--- config.mk ---
export PLATFORM = sky130hd
export DESIGN_NAME = nbw_writer
export DESIGN_NICKNAME = d
export VERILOG_FILES = /design/src/rtl/nbw_pkg.sv /design/src/rtl/nbw_half_timer.sv /design/src/rtl/nbw_word_sel.sv /design/src/rtl/nbw_writer.sv
export SDC_FILE = /design/constraint.sdc
export NUM_CORES = 1
export LEC_CHECK = 0
export ABC_AREA = 1
export BUFFER_PORTS_ARGS = -buffer_cell sky130_fd_sc_hd__buf_2
export CORE_MARGIN = 8
export CORE_UTILIZATION = 25
export DETAILED_ROUTE_END_ITERATION = 8
export GPL_TIMING_DRIVEN = 1
export HOLD_SLACK_MARGIN = 0.02
export SKIP_LAST_GASP = 1
export SLEW_MARGIN = 20
export SYNTH_ARGS = -nofsm -noshare
export SYNTH_HDL_FRONTEND = slang
export SYNTH_SLANG_ARGS = --single-unit
--- constraint.sdc ---
create_clock -name clk -period 5.9 [get_ports clk]
set_input_delay 0.295 -clock clk [delete_from_list [all_inputs] [get_ports clk]]
set_output_delay 0.295 -clock clk [all_outputs]
set_load 0.1 [all_outputs]
--- src/rtl/nbw_pkg.sv ---
package nbw_pkg;
    localparam int WORD_W = 9;
    localparam int BYTE_W = 8;

    typedef enum logic [2:0] {
        ST_IDLE,
        ST_GAP,
        ST_SETUP,
        ST_LOW,
        ST_HIGH
    } nbw_state_e;

    typedef struct packed {
        nbw_state_e          st;
        logic                cs_n;
        logic                sclk;
        logic                sdo;
        logic                done;
        logic                err;
        logic                aborted;
        logic [1:0]          widx;
        logic [3:0]          bidx;
        logic [BYTE_W-1:0]   addr;
        logic [2*BYTE_W-1:0] pay;
        logic [1:0]          cnt;
    } nbw_regs_t;
endpackage

--- src/rtl/nbw_half_timer.sv ---
module nbw_half_timer #(
    parameter int HALF_CYC = 40000
) (
    input  logic clk,
    input  logic rst_n,
    input  logic load,
    output logic tick
);
    localparam int CW = (HALF_CYC > 1) ? $clog2(HALF_CYC) : 1;
    localparam logic [CW-1:0] TOP = CW'(HALF_CYC - 1);

    logic [CW-1:0] cnt_d, cnt_q;

    always_comb begin
        cnt_d = cnt_q;
        if (load)
            cnt_d = TOP;
        else if (cnt_q != '0)
            cnt_d = cnt_q - 1'b1;
    end

    always_ff @(posedge clk or negedge rst_n) begin
        if (!rst_n) cnt_q <= TOP;
        else        cnt_q <= cnt_d;
    end

    assign tick = (cnt_q == '0);


    timer_range_chk: assert property (@(posedge clk) disable iff (!rst_n)
        cnt_q <= TOP);
endmodule

--- src/rtl/nbw_word_sel.sv ---
module nbw_word_sel
    import nbw_pkg::*;
(
    input  logic [BYTE_W-1:0]   addr,
    input  logic [2*BYTE_W-1:0] pay,
    input  logic [1:0]          cnt,
    input  logic [1:0]          idx,
    output logic [WORD_W-1:0]   word
);
    always_comb begin
        unique case (idx)
            2'd0:    word = {1'b0, addr};
            2'd1:    word = (cnt == 2'd3) ? {1'b1, pay[2*BYTE_W-1:BYTE_W]}
                                          : {1'b1, pay[BYTE_W-1:0]};
            default: word = {1'b1, pay[BYTE_W-1:0]};
        endcase
    end
endmodule

--- src/rtl/nbw_writer.sv ---
module nbw_writer
    import nbw_pkg::*;
#(
    parameter int HALF_CYC = 40000
) (
    input  logic        clk,
    input  logic        rst_n,
    input  logic        start,
    input  logic [1:0]  words,
    input  logic [7:0]  reg_addr,
    input  logic [15:0] payload,
    input  logic        sdi,
    output logic        cs_n,
    output logic        sclk,
    output logic        sdo,
    output logic        busy,
    output logic        done,
    output logic        err
);
    localparam nbw_regs_t RST_VAL = '{
        st: ST_IDLE, cs_n: 1'b1, sclk: 1'b1, sdo: 1'b0, done: 1'b0,
        err: 1'b0, aborted: 1'b0, widx: 2'd0, bidx: 4'd8,
        addr: '0, pay: '0, cnt: '0};

    nbw_regs_t r_d, r_q;
    logic            tick, load;
    logic [1:0]      sel_idx, last_idx;
    logic [3:0]      sel_bit;
    logic [WORD_W-1:0] word;
    logic            next_bit;

    nbw_half_timer #(.HALF_CYC(HALF_CYC)) u_timer (
        .clk(clk), .rst_n(rst_n), .load(load), .tick(tick));

    nbw_word_sel u_sel (
        .addr(r_q.addr), .pay(r_q.pay), .cnt(r_q.cnt),
        .idx(sel_idx), .word(word));

    // word and bit that the next low half-period will carry
    always_comb begin
        last_idx = (r_q.cnt <= 2'd1) ? 2'd0 : r_q.cnt - 2'd1;
        sel_idx  = r_q.widx;
        sel_bit  = r_q.bidx;
        if (r_q.st == ST_HIGH) begin
            if (r_q.bidx == 4'd0) begin
                sel_idx = r_q.widx + 2'd1;
                sel_bit = 4'd8;
            end else begin
                sel_bit = r_q.bidx - 4'd1;
            end
        end else if (r_q.st != ST_LOW) begin
            sel_idx = 2'd0;
            sel_bit = 4'd8;
        end
        next_bit = word[sel_bit];
    end

    always_comb begin
        r_d      = r_q;
        r_d.done = 1'b0;
        load     = 1'b0;
        unique case (r_q.st)
            ST_IDLE: begin
                load = 1'b1;
                if (start) begin
                    r_d.addr = reg_addr;
                    r_d.pay  = payload;
                    r_d.cnt  = words;
                    r_d.err  = 1'b0;
                    r_d.widx = 2'd0;
                    r_d.bidx = 4'd8;
                    if (r_q.aborted) begin
                        r_d.st      = ST_GAP;
                        r_d.cs_n    = 1'b1;
                        r_d.sclk    = 1'b1;
                        r_d.sdo     = 1'b0;
                        r_d.aborted = 1'b0;
                    end else begin
                        r_d.st   = ST_SETUP;
                        r_d.cs_n = 1'b0;
                    end
                end
            end
            ST_GAP: if (tick) begin
                load     = 1'b1;
                r_d.st   = ST_SETUP;
                r_d.cs_n = 1'b0;
            end
            ST_SETUP: if (tick) begin
                load     = 1'b1;
                r_d.st   = ST_LOW;
                r_d.sclk = 1'b0;
                r_d.sdo  = next_bit;
            end
            ST_LOW: if (tick) begin
                load = 1'b1;
                if (sdi != r_q.sdo) begin
                    r_d.st      = ST_IDLE;
                    r_d.err     = 1'b1;
                    r_d.done    = 1'b1;
                    r_d.aborted = 1'b1;
                end else begin
                    r_d.st   = ST_HIGH;
                    r_d.sclk = 1'b1;
                end
            end
            ST_HIGH: if (tick) begin
                load = 1'b1;
                if (r_q.bidx == 4'd0 && r_q.widx == last_idx) begin
                    r_d.st   = ST_IDLE;
                    r_d.cs_n = 1'b1;
                    r_d.sdo  = 1'b0;
                    r_d.done = 1'b1;
                end else begin
                    if (r_q.bidx == 4'd0) begin
                        r_d.widx = r_q.widx + 2'd1;
                        r_d.bidx = 4'd8;
                    end else begin
                        r_d.bidx = r_q.bidx - 4'd1;
                    end
                    r_d.st   = ST_LOW;
                    r_d.sclk = 1'b0;
                    r_d.sdo  = next_bit;
                end
            end
            default: r_d = RST_VAL;
        endcase
    end

    always_ff @(posedge clk or negedge rst_n) begin
        if (!rst_n) r_q <= RST_VAL;
        else        r_q <= r_d;
    end

    assign cs_n = r_q.cs_n;
    assign sclk = r_q.sclk;
    assign sdo  = r_q.sdo;
    assign busy = (r_q.st != ST_IDLE);
    assign done = r_q.done;
    assign err  = r_q.err;


    done_pulse_chk: assert property (@(posedge clk) disable iff (!rst_n)
        done |=> !done);


    err_with_done_chk: assert property (@(posedge clk) disable iff (!rst_n)
        $rose(err) |-> done);


    cs_in_frame_chk: assert property (@(posedge clk) disable iff (!rst_n)
        (r_q.st == ST_LOW || r_q.st == ST_HIGH) |-> !cs_n);


    clk_fall_cs_chk: assert property (@(posedge clk) disable iff (!rst_n)
        $fell(sclk) |-> !cs_n);


    start_busy_chk: assert property (@(posedge clk) disable iff (!rst_n)
        (busy && start) |=> ($stable(r_q.addr) && $stable(r_q.pay)));
endmodule

# ---- Yosys cells after proc, flatten, opt, wreduce, memory -nomap -nowiden
# Cells that the tools add are included.
dict set report totals {
  latch_bits 0
  n_memories 0
  inputBits 30
  out_inout_bits 6
  register_bits 57
  mem_bits_rw 0
  word_cells 108
  romBits 0
}
dict set report op_classes {
  n_shift 0
  n_div 0
  magnitude_cmp 2
  add_sub_neg 4
  mux 44
  bitwise_logic 6
  mul 0
  n_reduce_logical 20
  n_eq_ne 19
}
# cell count
set op_table {}
lappend op_table {{$pmux W26 S2} 1}
lappend op_table {{$mux W34} 1}
lappend op_table {{$mux W16} 2}
lappend op_table {{$mux W3} 6}
lappend op_table {{$mux W6} 3}
lappend op_table {{$ne A2 B2 Y1 const B} 9}
lappend op_table {{$pmux W6 S3} 1}
lappend op_table {{$pmux W9 S2} 1}
lappend op_table {{$logic_not A16 Y1} 1}
lappend op_table {{$mux W4} 4}
lappend op_table {{$reduce_bool A16 Y1} 1}
lappend op_table {{$sub A16 B1 Y16 const B} 1}
lappend op_table {{$pmux W3 S5} 1}
lappend op_table {{$reduce_and A5 Y1} 3}
lappend op_table {{$mux W2} 7}
lappend op_table {{$mux W1} 8}
lappend op_table {{$mux W8} 1}
lappend op_table {{$pmux W1 S4} 2}
lappend op_table {{$reduce_and A4 Y1} 2}
lappend op_table {{$reduce_and A8 Y1} 1}
lappend op_table {{$mux W7} 1}
lappend op_table {{$eq A3 B2 Y1 const B} 2}
lappend op_table {{$not A1 Y1} 6}
lappend op_table {{$pmux W2 S3} 1}
lappend op_table {{other kinds (26)} 29}

# ---- Depth between registers and ports, before layout
dict set report logic_depth {
  word_depth 10
  depth_mapped 19
  mapped_depth_nobuf 18
}

# ---- Modules after synthesis
# From an unflattened synthesis, not the netlist that was laid out.
dict set report hier_totals {
  cells_unflattened 510
  hier_area_um2 3563.4
}
# module area_per_inst_um2 cells_each seq_area_each_um2 instances
set modules_own_cells {}
lappend modules_own_cells {nbw_writer 2192.1 290 1004.7 1}
lappend modules_own_cells {nbw_half_timer 1026.0 147 412.9 1}
lappend modules_own_cells {nbw_word_sel 345.3 73 0.0 1}

# ---- Least setup slack after synthesis
# Ideal clock, no wire load.
dict set report synth_path {
  path_type {register to register}
  startpoint {register r_q[26] (netlist name)}
  endpoint {register r_q (netlist bit sdo)}
  setup_slack_ns 4.018
  setup_ns 0.120
  required_time_ns 5.780
  period_less_slack_ns 1.882
  n_path_buf 1
  arrival_time_ns 1.762
  stages_incl_launch_ff 18
  cell_sequence {dfrtp_1 -> inv_1 -> ha_1 -> nand2_1 -> clkinv_1 -> nand2_1 -> nand2_1 -> nand3_4 -> nand2_4 -> buf_12 -> nor2_4 -> nand2_1 -> o211ai_1 -> nand3_1 -> nand2_1 -> nand3_1 -> nand2_1 -> nand2_1}
}
dict set report synth_via {
  elab_chain_cells 10
  word_cells_on_any_way 17
  classes_between {add/sub (1); eq/ne (1); mux (12); reduce/logical (3)}
}
# element line
set synth_rtl {}
lappend synth_rtl {{start: declaration} nbw_writer.sv:25} ;# nbw_regs_t r_d, r_q;
lappend synth_rtl {{start signal: assignment} nbw_writer.sv:132} ;# else r_q <= r_d;
lappend synth_rtl {{$logic_not A4 Y1} {nbw_writer.sv:45, nbw_writer.sv:109}}
lappend synth_rtl {{$mux W2} --}
lappend synth_rtl {{$mux W2} nbw_writer.sv:44} ;# if (r_q.st == ST_HIGH) begin
lappend synth_rtl {{$eq A2 B1 Y1 or $logic_not A2 Y1 (tied branches)} nbw_word_sel.sv:11} ;# unique case (idx)
lappend synth_rtl {{$pmux W9 S2} nbw_word_sel.sv:11}
lappend synth_rtl {{$bmux W1 S4} nbw_writer.sv:55} ;# next_bit = word[sel_bit];
lappend synth_rtl {{$mux W1 (implied by the code)} nbw_writer.sv:55}
lappend synth_rtl {{$mux W1} nbw_writer.sv:109} ;# if (r_q.bidx == 4'd0 && r_q.widx == last_idx) begin
lappend synth_rtl {{$mux W7} nbw_writer.sv:107} ;# ST_HIGH: if (tick) begin
lappend synth_rtl {{$pmux W1 S4 *} nbw_writer.sv:62} ;# unique case (r_q.st)
# Every way passes the cells marked *; elsewhere a longest branch is shown, timed or not. The select of a mux whose other input is x is not followed.
# A chain may end at the register's enable or synchronous reset.

# ---- Worst setup path in the final report
dict set report layout_path {
  startpoint {register r_q[39] (netlist name)}
  endpoint {register r_q[1] (netlist name)}
}
dict set report layout_via {
  elab_chain_cells 4
  word_cells_on_any_way 10
  classes_between {eq/ne (5); mux (1); bitwise (1); reduce/logical (3)}
}
# element line
set layout_rtl {}
lappend layout_rtl {{$eq A3 B3 Y1 (tied with other cells)} nbw_writer.sv:62}
lappend layout_rtl {{$reduce_or A4 Y1 (no line)} --}
lappend layout_rtl {{$not A1 Y1 (no line)} --}
lappend layout_rtl {{$reduce_and A2 Y1 (no line)} --}
# Several ways; a longest one is shown, not always the timed one.

==> report_table.html <==
<table>
<tr><th>Metric</th><th>Value</th></tr>
<tr><th colspan="2">CTS</th></tr>
<tr><td>Number of buffers added to fix hold violations after cts</td><td>0</td></tr>
<tr><td>TritonCTS clock tree</td><td>yes</td></tr>
<tr><td>Clock insertion delay at the later pin of the skew report</td><td>0.29 ns</td></tr>
<tr><td>Total setup buffers inserted after CTS</td><td>0</td></tr>
<tr><td>Cell at the root of the clock tree</td><td>sky130_fd_sc_hd__clkbuf_16</td></tr>
<tr><td>Buffers from clock root to sink, at most</td><td>2</td></tr>
<tr><td>Clock sink count</td><td>56</td></tr>
<tr><td>CTS clk-pin slew, worst paths</td><td>0.07 ns</td></tr>
<tr><td>CTS H-tree lvls</td><td>2</td></tr>
<tr><td>Clock buffers created by TritonCTS</td><td>5</td></tr>
<tr><td># resized after CTS</td><td>0</td></tr>
<tr><th colspan="2">Floorplan</th></tr>
<tr><td>Placement Rows</td><td>42</td></tr>
<tr><td>Top-level port count</td><td>36</td></tr>
<tr><td>Initial cell density of the core</td><td>25.35%</td></tr>
<tr><td>Die footprint</td><td>0.01727 mm2</td></tr>
<tr><td>Die Ht</td><td>131.4 um</td></tr>
<tr><td>Placeable Area</td><td>0.01314 mm2</td></tr>
<tr><td>Horizontal extent of the die</td><td>131.4 um</td></tr>
<tr><th colspan="2">Routing</th></tr>
<tr><td>Number of vias per cell</td><td>4.613</td></tr>
<tr><td>Number of violations reported at the end of detailed-routing iteration 0</td><td>186</td></tr>
<tr><td>Post-route DRC violation count</td><td>0</td></tr>
<tr><td>Routed length per placed instance</td><td>12.34 um</td></tr>
<tr><td>Remaining number of nets flagged by the antenna check after routing</td><td>0</td></tr>
<tr><td>Number of search-and-repair iterations in the first detailed-routing pass</td><td>5</td></tr>
<tr><td>Vias</td><td>3008</td></tr>
<tr><td>Total routed wirelength</td><td>8046 um</td></tr>
<tr><th colspan="2">Flow run</th></tr>
<tr><td>Max capacitance violation total</td><td>0</td></tr>
<tr><th colspan="2">Pwr</th></tr>
<tr><td>PD cells</td><td>458.1 mW/mm2</td></tr>
<tr><td>Static Leak</td><td>1.850 nW</td></tr>
<tr><td>Final Total Pwr</td><td>1.770 mW</td></tr>
<tr><td>Max IR drop VDD</td><td>0.2050 mV</td></tr>
<tr><th colspan="2">Worst setup path</th></tr>
<tr><td>Element type at the critical path start</td><td>flip-flop</td></tr>
<tr><td>Required time reported for the critical path endpoint</td><td>6.04 ns</td></tr>
<tr><td>Reg2Reg Setup Slack</td><td>3.56 ns</td></tr>
<tr><td>Element type at the critical path end</td><td>flip-flop</td></tr>
<tr><td>Type of the worst setup path</td><td>reg2reg</td></tr>
<tr><td>Arr. time, crit path</td><td>2.48 ns</td></tr>
<tr><td>Worst Path Max Fanout</td><td>46</td></tr>
<tr><th colspan="2">Logic synthesis</th></tr>
<tr><td>EDFF count, synth</td><td>0</td></tr>
<tr><td>Number of synthesized register bits</td><td>56</td></tr>
<tr><td>Async set-or-reset flop fraction in the synthesized netlist</td><td>100.0%</td></tr>
<tr><td>Portion of synthesized cell area occupied by the leading cell type</td><td>32.31%</td></tr>
<tr><td>Synthesized area per cell</td><td>7.536 um2</td></tr>
<tr><td>Synthesized cell area</td><td>0.003331 mm2</td></tr>
<tr><td>Portion of the post-synthesis area used by sequential elements</td><td>42.56%</td></tr>
<tr><td>Library cells used by synthesis</td><td>41</td></tr>
<tr><td>Warning count from the yosys run</td><td>0</td></tr>
<tr><td>Cell type with the highest aggregate area in the netlist</td><td>sky130_fd_sc_hd__dfrtp_1</td></tr>
<tr><td>Main flop type after synthesis</td><td>sky130_fd_sc_hd__dfrtp_1</td></tr>
<tr><td>Synthesized instance count</td><td>442</td></tr>
<tr><td>Most area-consuming cells after synthesis</td><td>sky130_fd_sc_hd__dfrtp_1, sky130_fd_sc_hd__dfstp_2, sky130_fd_sc_hd__nand2_1</td></tr>
<tr><td>Post-Syn Nets</td><td>474</td></tr>
<tr><th colspan="2">Timing</th></tr>
<tr><td>Worst-margin pin slew</td><td>0.8406 ns</td></tr>
<tr><td>Slew margin rel.</td><td>43.82%</td></tr>
<tr><td>Highest achievable clock rate</td><td>0.4275 GHz</td></tr>
<tr><td>Crit path time final</td><td>2.339 ns</td></tr>
<tr><td>Final-layout worst hold slack</td><td>0.1284 ns</td></tr>
<tr><td>Total setup violations reported at the end of the flow</td><td>0</td></tr>
<tr><td>Number of hold violations in the final report</td><td>0</td></tr>
<tr><td>Setup clock skew after layout</td><td>0.007181 ns</td></tr>
<tr><td>Share of the clock period used by the worst path</td><td>39.64%</td></tr>
<tr><td>RSZ-0062 raised after global routing</td><td>false</td></tr>
<tr><td>Number of pins with negative max-slew slack in the final report</td><td>0</td></tr>
<tr><td>Final total negative setup slack</td><td>0 ns</td></tr>
<tr><th colspan="2">Global route</th></tr>
<tr><td>Via count of the first global-routing pass</td><td>2952</td></tr>
<tr><td>Global-route wire length before repair</td><td>14000 um</td></tr>
<tr><td>Final global-route overflow total</td><td>0</td></tr>
<tr><td>Global-route usage over all layers</td><td>9.497%</td></tr>
<tr><td>Largest net degree at the start of global routing</td><td>57</td></tr>
<tr><td>Initial antenna violation count</td><td>0</td></tr>
<tr><th colspan="2">Cells and area</th></tr>
<tr><td>Core occupancy in the finished layout</td><td>29.41%</td></tr>
<tr><td>Antenna fix cells</td><td>0</td></tr>
<tr><td>Design area</td><td>0.003864 mm2</td></tr>
<tr><td>Filler cells</td><td>1429</td></tr>
<tr><td>Fraction of final layout cells sized beyond drive strength 1</td><td>20.38%</td></tr>
<tr><td>Nets@finish</td><td>507</td></tr>
<tr><td>Area added between synthesis and finish</td><td>16.00%</td></tr>
<tr><th colspan="2">Place</th></tr>
<tr><td>Placed Instance Area</td><td>0.003676 mm2</td></tr>
<tr><td>Gpl congestion</td><td>0.9059</td></tr>
<tr><td>IO Port Bufs</td><td>35</td></tr>
<tr><td>Sum of net half-perimeters after detailed placement</td><td>6058 um</td></tr>
<tr><th colspan="2">Min path</th></tr>
<tr><td>Path class of the lowest-slack min-delay path</td><td>in2async</td></tr>
<tr><th colspan="2">Status</th></tr>
<tr><td>Status</td><td>finished, final reports clean</td></tr>
</table>
-- final timing paths --
kind,from,to,cells past startpoint
min in group clk,reg_addr[2],r_q[20],3
hold / removal,rst_n,r_q[0],2
setup / recovery,r_q[39],r_q[1],10
max in group asynchronous,rst_n,err,2
hold reg to reg,r_q[29],r_q[29],2
setup reg to reg,r_q[39],r_q[1],10
-- Yosys cell counts (all sizes together) (2+ instances only) --
cell type  number
dfrtp          43
clkbuf          2
nor2           43
o211ai          2
xor2            5
a21oi          10
a31oi           4
o221ai          2
buf             8
nand3          55
nor3            7
nand2          98
ha              2
dfstp          13
inv            74
o21ai          53
nand4          11
-- report_power, final --
group / internal [mW] / switching (mW) / total [mW]
Clock: 0.224 / 0.135 / 0.359
Combinational: 0.212 / 0.604 / 0.815
Sequential: 0.522 / 0.0735 / 0.596
-- layout make-up --
class / count / area [um2] / share of cell area [%]
Timing Repair Buffer: 36 / 182.7 / 4.728
Sequential cell: 56 / 1418 / 36.69
Clock inverter: 1 / 30.03 / 0.7772
Clock buffer: 7 / 152.6 / 3.951
Multi-Input combinational cell: 301 / 1569 / 40.61
Inverter: 75 / 291.5 / 7.545
Tap cell: 176 / 220.2 / 5.699
-- state kept, by name, summed over array words and instances, names as in the netlist --
signal / count
sclk: 1
done: 1
cs_n: 1
r_q: 35
err: 1
u_timer.cnt_q: 16
sdo: 1
-- per-layer routing --
| layer | vias up | part of all wire [%] | GRT usage [%] |
|---|---|---|---|
| li1 | 1508 | - | - |
| met1 | 1407 | 47 | 12.34 |
| met2 | 78 | 47 | 15.70 |
| met3 | 15 | 3.3 | 1.143 |
| met4 | 0 | 2.2 | 3.829 |
| met5 | - | 0 | 0 |
-- logic make-up (layout without fill, tap and decap cells) --
group           after synthesis  count (layout)  synth area share (%)
compound gates               75              75                 12.55
xor+xnor                      6               6                 1.578
fa+ha+maj                     2               2                0.7512
buf+inv                      85             119                 10.56
flops                        56              56                 42.56
mux                           1               1                0.3381
simple gates                217             217                 31.67
-- stage by stage --
| stage | setup slack [ns] | std cells |
|---|---|---|
| after floorplan | 4.018 | 442 |
| after global placement | 3.335 | 644 |
| after detailed placement | 3.201 | 644 |
| after CTS | 3.186 | 652 |
| after global routing | 3.316 | 652 |
| final | 3.561 | 652 |
-- layout by cell type (no fill, tap or decap), drive strengths merged --
cell | synthesis | layout
a211oi | 1 | 1
a21oi | 10 | 10
a31oi | 4 | 4
buf | 8 | 36
bufinv | 0 | 1
clkbuf | 2 | 7
clkinv | 1 | 1
dfrtp | 43 | 43
dfstp | 13 | 13
ha | 2 | 2
inv | 74 | 74
mux2 | 1 | 1
nand2 | 98 | 98
nand3 | 55 | 55
nand4 | 11 | 11
nor2 | 43 | 43
nor3 | 7 | 7
nor3b | 1 | 1
nor4 | 1 | 1
o211ai | 2 | 2
o21ai | 53 | 53
o221ai | 2 | 2
o22ai | 1 | 1
o31ai | 1 | 1
o41ai | 1 | 1
or2 | 1 | 1
xnor2 | 1 | 1
xor2 | 5 | 5
-- critical path, stage by stage, from the launching register on --
cell,delay (ns)
sky130_fd_sc_hd__dfrtp_1,0.44
sky130_fd_sc_hd__inv_1,0.10
sky130_fd_sc_hd__nand2_1,0.08
sky130_fd_sc_hd__nor2_4,0.53
sky130_fd_sc_hd__inv_2,0.14
sky130_fd_sc_hd__nor2_1,0.21
sky130_fd_sc_hd__inv_1,0.10
sky130_fd_sc_hd__nand2_2,0.16
sky130_fd_sc_hd__nor2_4,0.18
sky130_fd_sc_hd__nand3_1,0.14
sky130_fd_sc_hd__o21ai_0,0.09
(Power assumes the default switching activity.)
